[src/rtl/burst_col_pkg.sv]
package burst_col_pkg;

    localparam int BEAT_W = 3;
    localparam int BEATS  = 1 << BEAT_W;

    typedef enum logic {
        BK_SEQ = 1'b0,
        BK_ILV = 1'b1
    } burst_kind_e;

    typedef enum logic {
        ST_IDLE  = 1'b0,
        ST_BURST = 1'b1
    } seq_state_e;

endpackage

[src/rtl/burst_seq_fsm.sv]
module burst_seq_fsm
    import burst_col_pkg::*;
(
    input  logic clk,
    input  logic rst_n,
    input  logic start_i,
    input  logic beat_last_i,
    output logic load_o,
    output logic adv_o,
    output logic busy_o
);

    seq_state_e state_q;
    seq_state_e state_d;

    always_comb begin
        state_d = state_q;
        unique case (state_q)
            ST_IDLE: begin
                if (start_i) state_d = ST_BURST;
                else         state_d = ST_IDLE;
            end
            ST_BURST: begin
                if (start_i)          state_d = ST_BURST;
                else if (beat_last_i) state_d = ST_IDLE;
                else                  state_d = ST_BURST;
            end
            default: state_d = ST_IDLE;
        endcase
    end

    always_ff @(posedge clk or negedge rst_n) begin
        if (!rst_n) state_q <= ST_IDLE;
        else        state_q <= state_d;
    end

    always_comb begin
        load_o = 1'b0;
        adv_o  = 1'b0;
        busy_o = 1'b0;
        unique case (state_q)
            ST_IDLE: begin
                load_o = start_i;
            end
            ST_BURST: begin
                busy_o = 1'b1;
                load_o = start_i;
                adv_o  = !start_i && !beat_last_i;
            end
            default: begin
                busy_o = 1'b0;
            end
        endcase
    end

endmodule

[src/rtl/burst_beat_cnt.sv]
module burst_beat_cnt #(
    parameter int CNT_W = 3
) (
    input  logic             clk,
    input  logic             rst_n,
    input  logic             load_i,
    input  logic             adv_i,
    output logic [CNT_W-1:0] beat_o,
    output logic             last_o
);

    localparam logic [CNT_W-1:0] LAST_BEAT = {CNT_W{1'b1}};

    logic [CNT_W-1:0] beat_q;

    always_ff @(posedge clk or negedge rst_n) begin
        if (!rst_n)      beat_q <= '0;
        else if (load_i) beat_q <= '0;
        else if (adv_i)  beat_q <= beat_q + 1'b1;
    end

    assign beat_o = beat_q;
    assign last_o = (beat_q == LAST_BEAT);

endmodule

[src/rtl/burst_ctx_reg.sv]
module burst_ctx_reg
    import burst_col_pkg::*;
#(
    parameter int COL_W = 10
) (
    input  logic             clk,
    input  logic             rst_n,
    input  logic             load_i,
    input  logic [COL_W-1:0] col_i,
    input  logic             kind_i,
    output logic [COL_W-1:0] col_o,
    output burst_kind_e      kind_o
);

    logic [COL_W-1:0] col_q;
    burst_kind_e      kind_q;

    always_ff @(posedge clk or negedge rst_n) begin
        if (!rst_n) begin
            col_q  <= '0;
            kind_q <= BK_SEQ;
        end else if (load_i) begin
            col_q  <= col_i;
            kind_q <= burst_kind_e'(kind_i);
        end
    end

    assign col_o  = col_q;
    assign kind_o = kind_q;

endmodule

[src/rtl/burst_offset_gen.sv]
module burst_offset_gen
    import burst_col_pkg::*;
#(
    parameter int OFF_W = 3
) (
    input  logic [OFF_W-1:0] base_i,
    input  logic [OFF_W-1:0] beat_i,
    input  burst_kind_e      kind_i,
    output logic [OFF_W-1:0] off_o
);

    logic [OFF_W-1:0] seq_off;
    logic [OFF_W-1:0] ilv_off;

    // Sequential order wraps inside the aligned block by modular addition.
    assign seq_off = base_i + beat_i;

    // Interleaved order flips each offset bit where the beat count has a 1.
    for (genvar b = 0; b < OFF_W; b++) begin : g_ilv_bit
        assign ilv_off[b] = base_i[b] ^ beat_i[b];
    end

    always_comb begin
        unique case (kind_i)
            BK_SEQ:  off_o = seq_off;
            BK_ILV:  off_o = ilv_off;
            default: off_o = seq_off;
        endcase
    end

endmodule

[src/rtl/burst_col_seq.sv]
module burst_col_seq
    import burst_col_pkg::*;
#(
    parameter int COL_W = 10
) (
    input  logic             clk,
    input  logic             rst_n,
    input  logic             start_i,
    input  logic             kind_i,
    input  logic [COL_W-1:0] col_i,
    output logic [COL_W-1:0] col_o,
    output logic             valid_o,
    output logic             last_o
);

    localparam int UP_W = COL_W - BEAT_W;

    logic             load;
    logic             adv;
    logic             busy;
    logic [BEAT_W-1:0] beat;
    logic             beat_last;
    logic [COL_W-1:0] ctx_col;
    burst_kind_e      ctx_kind;
    logic [BEAT_W-1:0] off;

    burst_seq_fsm u_fsm (
        .clk         (clk),
        .rst_n       (rst_n),
        .start_i     (start_i),
        .beat_last_i (beat_last),
        .load_o      (load),
        .adv_o       (adv),
        .busy_o      (busy)
    );

    burst_beat_cnt #(.CNT_W(BEAT_W)) u_cnt (
        .clk    (clk),
        .rst_n  (rst_n),
        .load_i (load),
        .adv_i  (adv),
        .beat_o (beat),
        .last_o (beat_last)
    );

    burst_ctx_reg #(.COL_W(COL_W)) u_ctx (
        .clk    (clk),
        .rst_n  (rst_n),
        .load_i (load),
        .col_i  (col_i),
        .kind_i (kind_i),
        .col_o  (ctx_col),
        .kind_o (ctx_kind)
    );

    burst_offset_gen #(.OFF_W(BEAT_W)) u_off (
        .base_i (ctx_col[BEAT_W-1:0]),
        .beat_i (beat),
        .kind_i (ctx_kind),
        .off_o  (off)
    );

    always_comb begin
        col_o   = {ctx_col[COL_W-1 -: UP_W], off};
        valid_o = busy;
        last_o  = busy && beat_last;
    end

endmodule

[config.mk]
export PLATFORM = sky130hd
export DESIGN_NAME = burst_col_seq
export DESIGN_NICKNAME = d
export VERILOG_FILES = /design/src/rtl/burst_col_pkg.sv /design/src/rtl/burst_seq_fsm.sv /design/src/rtl/burst_beat_cnt.sv /design/src/rtl/burst_ctx_reg.sv /design/src/rtl/burst_offset_gen.sv /design/src/rtl/burst_col_seq.sv
export SDC_FILE = /design/constraint.sdc
export NUM_CORES = 1
export LEC_CHECK = 0
export ABC_AREA = 1
export BUFFER_PORTS_ARGS = -buffer_cell sky130_fd_sc_hd__buf_2
export CORE_MARGIN = 2
export CORE_UTILIZATION = 45
export DETAILED_ROUTE_END_ITERATION = 12
export PLACE_DENSITY = 0.83
export RECOVER_POWER = 50
export SYNTH_ARGS = -nofsm -noshare
export SYNTH_HDL_FRONTEND = slang
export SYNTH_SLANG_ARGS = --single-unit
[constraint.sdc]
create_clock -name clk -period 2.7 [get_ports clk]
set_input_delay 0.27 -clock clk [delete_from_list [all_inputs] [get_ports clk]]
set_output_delay 0.27 -clock clk [all_outputs]
set_load 0.005 [all_outputs]
# Word level (Yosys, flattened, before mapping)
# Cells that the tools add are included.
[totals]
regBits = 15
out_inout_bits = 12
wordCells = 26
[op_classes]
addsub = 2
eq_ne = 1
muxes = 9
n_bitwise = 5
n_reduce_logical = 5
[ops]
columns = ["op", "count"]
rows = [
  ["$mux 3", 2],
  ["$pmux 3 s2", 1],
  ["$mux 1", 5],
  ["$add 3x1->3 const B", 1],
  ["$add 3x3->3", 1],
  ["$eq 3x3->1 const B", 1],
  ["$xor 1x1->1", 3],
  ["$logic_and 1x1->1", 2],
  ["$logic_not 1->1", 2],
  ["$not 1->1", 2],
  ["$pmux 1 s2", 1],
  ["$reduce_bool 2->1", 1],
]

# Logic depth before layout (Yosys ltp)
# Gate-level depths: netlist of the first run.
[depth]
word_depth = 6
ltp_mapped = 8
depth_no_buf = 8

# Hierarchy
# From an unflattened synthesis of the first run, not the netlist that was laid out.
[hier_totals]
cells_unflattened = 96
hier_area_um2 = 760.7
[modules_own_cells]
columns = ["module", "instances", "cells_per_inst", "area_each_um2"]
rows = [
  ["burst_ctx_reg", 1, 47, 421.7],
  ["burst_beat_cnt", 1, 17, 151.4],
  ["burst_offset_gen", 1, 23, 123.9],
  ["burst_seq_fsm", 1, 7, 56.3],
  ["burst_col_seq", 1, 2, 7.5],
]

# Least setup slack after synthesis of the first run
# Ideal clock, no wire load.
[synth_timing]
path_type = "register to output"
start = "reg u_cnt.beat_q[0] (netlist: u_cnt.beat_o[0])"
end = "out col_o[1]"
arrival_time_ps = 1196
required_ps = 2430
slack_ps = 1234
stages_incl_launch_ff = 5
n_path_buf = 0
path_cell_list = "dfrtp_1 > ha_1 > inv_1 > fa_1 > o21ai_0"
[synth_between]
elab_chain_cells = 2
[synth_lines]
columns = ["item", "line_no", "text"]
rows = [
  ["start: declaration", "burst_beat_cnt.sv:14", "logic [CNT_W-1:0] beat_q;"],
  ["start signal: assignment", "burst_beat_cnt.sv:19", "else if (adv_i) beat_q <= beat_q + 1'b1;"],
  ["$add 3x3->3", "burst_offset_gen.sv:16", "assign seq_off = base_i + beat_i;"],
  ["$pmux 3 s2", "burst_offset_gen.sv:24", "unique case (kind_i)"],
  ["end: declaration", "burst_col_seq.sv:11", "output logic [COL_W-1:0] col_o,"],
]
# No other way between the ends.

# Worst setup path after layout of the first run
[layout_timing]
start = "reg u_cnt.beat_q[0] (netlist: u_cnt.beat_o[0])"
end = "out col_o[2]"
# The elaborated chain is that of the path after synthesis.

==> results of run 1 <==
## sequential cells by signal, indices dropped and copies added, names as in the netlist
name / count
u_ctx.col_o: 10
u_ctx.kind_o: 1
u_cnt.beat_o: 3
u_fsm.state_q: 1
## synth_stat cells, drive strengths merged
cell type   n  area share (%)
nand2      43              20
clkinv      1             2.0
inv        12             5.6
o21ai       5             3.5
ha          4             6.2
buf         9              10
nor2        4             1.9
nand3       3             1.9
dfrtp      15              46
fa          1             2.5
## final timing paths
kind | startpoint | end | slack [ns] | depth (start not counted)
hold reg to reg | u_ctx.col_o[4] | u_ctx.col_o[4] | 0.48 | 2
max in group asynchronous | rst_n | u_ctx.kind_o | 1.60 | 2
setup / recovery | u_cnt.beat_o[0] | col_o[2] | 0.77 | 8
min in group asynchronous | rst_n | u_ctx.col_o[6] | 0.59 | 2
setup reg to reg | u_cnt.beat_o[0] | u_cnt.beat_o[2] | 1.40 | 6
hold / removal | col_i[9] | u_ctx.col_o[9] | 0.17 | 3
## metrics by stage
stage	hold slack, ns	utilization, %
4_1_cts	0.168	53.9
3_5_place_dp	0.193	51.7
2_1_floorplan	-0.0256	-
6_report	0.168	53.1
3_3_place_gp	0.185	51.7
5_1_grt	0.178	53.1
## power by group
part,internal [W],leakage [nW],switching (W)
Sequential,0.000243,0.182,0.0000130
Clock,0.0000552,0.0177,0.0000779
Combinational,0.0000384,0.338,0.0000454
Total,0.000337,0.537,0.000136
## per-layer routing
layer  up-vias  GRT usage (%)  part of all wire [%]
met5         -              0                     0
met4         0           12.6                   3.3
met3         5           5.49                   6.7
met2        28           22.5                    48
met1       289           17.8                    42
li1        325              -                     -
## kinds of logic after synthesis
kind of cell               synth area share (%)
adders and majority gates                  8.64
DFF                                        46.3
AOI/OAI and AO/OA                          3.55
and+or+nand+nor                            23.6
buffers and inverters                      17.9
## critical path: cells and delay by family (launching register included)
| family | cells | cell delay (ns) |
|---|---|---|
| buffers and inverters | 3 | 0.19 |
| DFF | 1 | 0.39 |
| and+or+nand+nor | 3 | 0.25 |
| adders and majority gates | 2 | 0.54 |
## what timing repair did
item / in CTS / in global routing
hold buffers: 1 / 0
setup endpoints to repair: 0 / 0
hold endpoints to repair: 15 / 0
## area by class of cell
type,count,share of cell area (%)
Sequential cell,15,41.4
Clock buffer,3,2.48
Inverter,13,5.52
Clock inverter,1,0.552
Timing Repair Buffer,26,14.6
Multi-Input combinational cell,60,32.0
Tap cell,25,3.45
==> flow_metrics.py, run 1 <==
metrics = {
    "drt": {
        "routed-via-count": 647,
        "wl_mm": 1.38,
        "ant_nets": 0,
        "drc": 0,
        "first_pass_iters": 4,
        "drtIter0Drc": 11,
        "vias_per_cell": 4.52,
        "wl_per_cell_um": 9.65,
    },
    "die": {
        "fp-row-count": 15,
        "core_area_sq_mm": 0.00171,
        "die-area_sq_mm": 0.00216,
        "die_height_um": 46.4,
        "ios": 26,
        "die_x_um": 46.4,
        "start_util_pct": 47.5,
    },
    "placed_design": {
        "port_buffers": 25,
        "hpwl_mm": 1.04,
        "dpl_worst_slack_ns": 1.08,
        "dpl.cell_count": 138,
        "dpl-instance-area_sq_um": 883,
        "gp_congestion": 0.764,
    },
    "cts": {
        "clock_sinks": 15,
        "path_clk_slew_ns": 0.10,
        "postCtsSetupRepairBufs": 0,
        "cts_resized": 0,
        "cts_htree_levels": 1,
        "cts_made_buffers": 3,
        "clkLatencyLatePin_ns": 0.29,
        "cts_root_buf": "clkbuf_4",
        "tritoncts": "built",
        "clk_path_buf_depth": 2,
    },
    "setup_path": {
        "timing.critical_path.mode_cell": "inv_1",
        "slowest_stage": "dfrtp_1",
        "path_class": "reg2out",
        "crit_chain": "ha_1 -> inv_1 -> fa_1 -> nor2_1 -> nand3_1 -> nand2_1 -> inv_1 -> buf_2",
        "critPathRequiredTime_ns": 2.43,
        "cp-start-kind": "flop",
        "endpoint_kind": "output pin",
        "crit_arrival_ns": 1.66,
        "critPathMaxFanout": 3,
        "slowest_delay_ns": 0.39,
    },
    "timing": {
        "setup_tns_ns": 0,
        "fmax_ghz": 0.518,
        "period_share_pct": 71.5,
        "slew_violations": 0,
        "rsz0062_at_grt": "false",
        "slew_headroom_pct": 46.2,
        "worstMarginPinSlew_ns": 0.807,
        "finalSetupViolCount": 0,
        "hold_viol": 0,
        "min_period_ns": 1.93,
        "worst_slack_ns": 0.769,
        "clock_skew_ns": 0.00607,
    },
    "power": {
        "power_w": 0.000473,
        "p_per_area_mw_per_mm2": 522,
        "leakage_nw": 0.537,
        "vdd_drop_max_mv": 0.279,
    },
    "synthesis": {
        "syn_avg_cell_area_sq_um": 8.36,
        "syn-instance-count": 97,
        "ys_types": 13,
        "syn_area_sq_um": 811,
        "ys_ff_latch": 15,
        "yosys_warnings": 0,
        "seq_area_frac_synth_pct": 46.3,
        "synth_nets": 116,
    },
    "finish": {
        "final_common_cell": "nand2_1",
        "seq_area_sq_um": 375,
        "finalNonFillerCells": 143,
        "fin_nets": 138,
        "multi_input_area_sq_um": 290,
        "diodes": 0,
        "final_area_sq_um": 907,
        "layout.cells.most_common_list": "43 x nand2_1, 23 x buf_2, 15 x dfrtp_1",
        "fillers": 168,
        "drive_above_1_share_pct": 24.6,
        "syn2layout_area_growth_pct": 11.9,
    },
    "global_route": {
        "antenna_found_initial": 0,
        "gr-usage-all-layers_pct": 15.4,
        "grt_start_max_net_pins": 18,
        "overflow": 0,
        "grt_pass1_vias": 536,
        "grt_pass1_wl_mm": 2.17,
    },
    "min_path": {
        "hp-class": "in2reg",
    },
    "status": {
        "status": "complete, no violations",
    },
    "job": {
        "timing.max_cap.violations": 0,
    },
}
(Power assumes the default switching activity.)
==> run 2: changes to the inputs <==
ABC_AREA = 0   (was 1)
CORE_UTILIZATION = 43   (was 45)
PLACE_DENSITY = 0.84   (was 0.83)
clock period = 1.6 ns   (was 2.7 ns; I/O delays follow)
==> flow_metrics.py, run 2 <==
metrics = {
    "status": {
        "status": "finished with violations",
        "violations": "setup timing",
    },
    "timing": {
        "clock_skew_ns": 0.000184,
        "worst_slack_ns": -0.140,
        "worstMarginPinSlew_ns": 0.773,
        "fmax_ghz": 0.575,
        "rsz0062_at_grt": "true",
        "min_period_ns": 1.74,
        "hold_viol": 0,
        "slew_headroom_pct": 48.5,
        "slew_violations": 0,
        "period_share_pct": 109,
        "finalSetupViolCount": 2,
    },
    "synthesis": {
        "synthTopCellsByArea": "dfrtp_1 49%, mux2_2 8.8%, mux2_4 7.8%",
        "synthFlopType": "dfrtp_1",
        "syn_area_sq_um": 772,
        "yosysMostFrequentCell": "dfrtp_1",
        "syn-instance-count": 58,
        "yosys_warnings": 0,
        "synth_common_cells": "15 x dfrtp_1, 7 x buf_4, 6 x mux2_2",
        "yosysTopAreaCell": "dfrtp_1",
        "asyncSetResetFlopFracSynth_pct": 100,
        "synth_nets": 77,
        "netlist.area_leader.share_pct": 48.6,
        "ys_types": 17,
        "synth_edf_count": 0,
        "syn_avg_cell_area_sq_um": 13.3,
        "seq_area_frac_synth_pct": 48.6,
        "ys_ff_latch": 15,
    },
    "setup_path": {
        "cp-start-kind": "flop",
        "endpoint_kind": "output pin",
        "critPathRequiredTime_ns": 1.44,
        "crit_arrival_ns": 1.58,
        "critPathMaxFanout": 2,
        "ff2ff_setup_slack_ns": 0.09,
        "path_class": "reg2out",
    },
    "global_route": {
        "grt_pass1_vias": 457,
        "grt_start_max_net_pins": 17,
        "gr-usage-all-layers_pct": 13.2,
        "overflow": 0,
        "antenna_found_initial": 0,
        "grt_pass1_wl_mm": 1.98,
    },
    "finish": {
        "syn2layout_area_growth_pct": 19.6,
        "final_area_sq_um": 923,
        "final_common_cell": "buf_2",
        "drive_above_1_share_pct": 57.8,
        "layout.cells.most_common_list": "24 x buf_2, 15 x dfrtp_1, 6 x mux2_2",
        "diodes": 0,
        "largest_register_ff_count": 10,
        "finalNonFillerCells": 108,
        "fin_nets": 103,
    },
    "die": {
        "die-area_sq_mm": 0.00215,
        "ios": 26,
        "start_util_pct": 45.2,
        "die_x_um": 46.4,
        "core_area_sq_mm": 0.00171,
        "fp-row-count": 15,
        "die_height_um": 46.4,
    },
    "power": {
        "p_per_area_mw_per_mm2": 904,
        "vdd_drop_max_mv": 0.509,
        "leakage_nw": 0.465,
    },
    "cts": {
        "cts_root_buf": "clkbuf_4",
        "cts_made_buffers": 3,
        "tritoncts": "built",
        "cts_htree_levels": 1,
        "clock_sinks": 15,
        "clk_path_buf_depth": 2,
        "clkLatencyLatePin_ns": 0.28,
        "path_clk_slew_ns": 0.09,
    },
    "drt": {
        "routed-via-count": 488,
        "wl_met2_um": 617,
        "drc": 0,
        "vias_per_cell": 4.52,
        "first_pass_iters": 4,
        "top_signal_layer_used": "met4",
        "wl_per_cell_um": 10.7,
        "ant_nets": 0,
        "drtIter0Drc": 7,
        "met1_length_um": 491,
        "wl_met3_um": 35,
        "wl_mm": 1.16,
    },
    "placed_design": {
        "dpl_worst_slack_ns": 0.109,
        "hpwl_um": 864,
        "gp_congestion": 0.731,
        "dpl-instance-area_sq_um": 845,
        "dpl.cell_count": 99,
        "port_buffers": 25,
    },
    "job": {
        "timing.max_cap.violations": 0,
    },
    "min_path": {
        "hp-class": "in2reg",
    },
}
## run 2: cell types whose count changed in the layout (fill, tap and decap cells not counted), moves of 4 or more
cell,delta
nand2_1,-42
mux2_2,+6
buf_4,+4
mux2_4,+4
inv_1,-9
## run 2: metrics by stage
step / TNS, ns / total power [W] / utilization [%] / hold WS (ns)
4_1_cts: -0.249 / 0.000839 / 53.3 / 0.0761
5_1_grt: -0.503 / 0.000891 / 54.1 / 0.101
2_1_floorplan: 0 / 0.000569 / - / -0.136
6_report: -0.245 / 0.000835 / 54.1 / 0.0925
3_5_place_dp: 0 / 0.000612 / 49.5 / 0.0756
3_3_place_gp: 0 / 0.000606 / 49.5 / 0.0802
## run 2: final timing paths
path | end | cells after the start | from
max in group asynchronous | u_ctx.col_o[6] | 2 | rst_n
worst max register to register | u_cnt.beat_o[2] | 6 | u_cnt.beat_o[0]
min in group asynchronous | u_cnt.beat_o[2] | 2 | rst_n
worst min register to register | u_ctx.col_o[6] | 1 | u_ctx.col_o[6]
worst max-delay path | col_o[1] | 5 | u_ctx.col_o[0]
worst min-delay path | u_ctx.col_o[1] | 3 | col_i[1]
## run 2: layout make-up
type / count / area [sq um]
Clock buffer: 4 / 26.3
Timing Repair Buffer: 30 / 164
Tap cell: 25 / 31.3
Multi-Input combinational cell: 30 / 312
Fill cell: 150 / 785
Sequential cell: 15 / 375
Inverter: 4 / 15.0
## run 2: worst max-delay path, stage by stage (launching register included)
cell and delay (ns):
dfrtp_1 0.40, ha_2 0.19, inv_2 0.05, fa_2 0.41, mux2i_1 0.12, buf_2 0.13
## run 2: timing repair
item	CTS	global route
setup buffers	3	1
endpoints found under the hold margin	15	0
pin swaps	0	3
hold buffers	1	0
gates resized for setup	4	3
endpoints found under the setup margin	2	5
## run 2: power by group
group | leakage (nW) | switching (W) | internal, W
Clock | 0.0150 | 0.000114 | 0.0000966
Combinational | 0.273 | 0.0000763 | 0.000112
Sequential | 0.177 | 0.0000223 | 0.000414
## run 2: cells by family after synthesis
kind of cell               after synthesis  share of synthesized area [%]
buffers and inverters                   13                           12.8
AOI/OAI and AO/OA                        1                          0.648
and+or+nand+nor                          8                           5.02
adders and majority gates                5                           9.08
muxes                                   13                           20.4
DFF                                     15                           48.6
xor gates and xnor gates                 3                           3.40
## run 2: routing by layer
layer / GRT usage, % / up-vias
met4: 8.57 / 0
met1: 17.8 / 244
met2: 20.3 / 11
li1: - / 231
met3: 1.18 / 2
met5: 0 / -
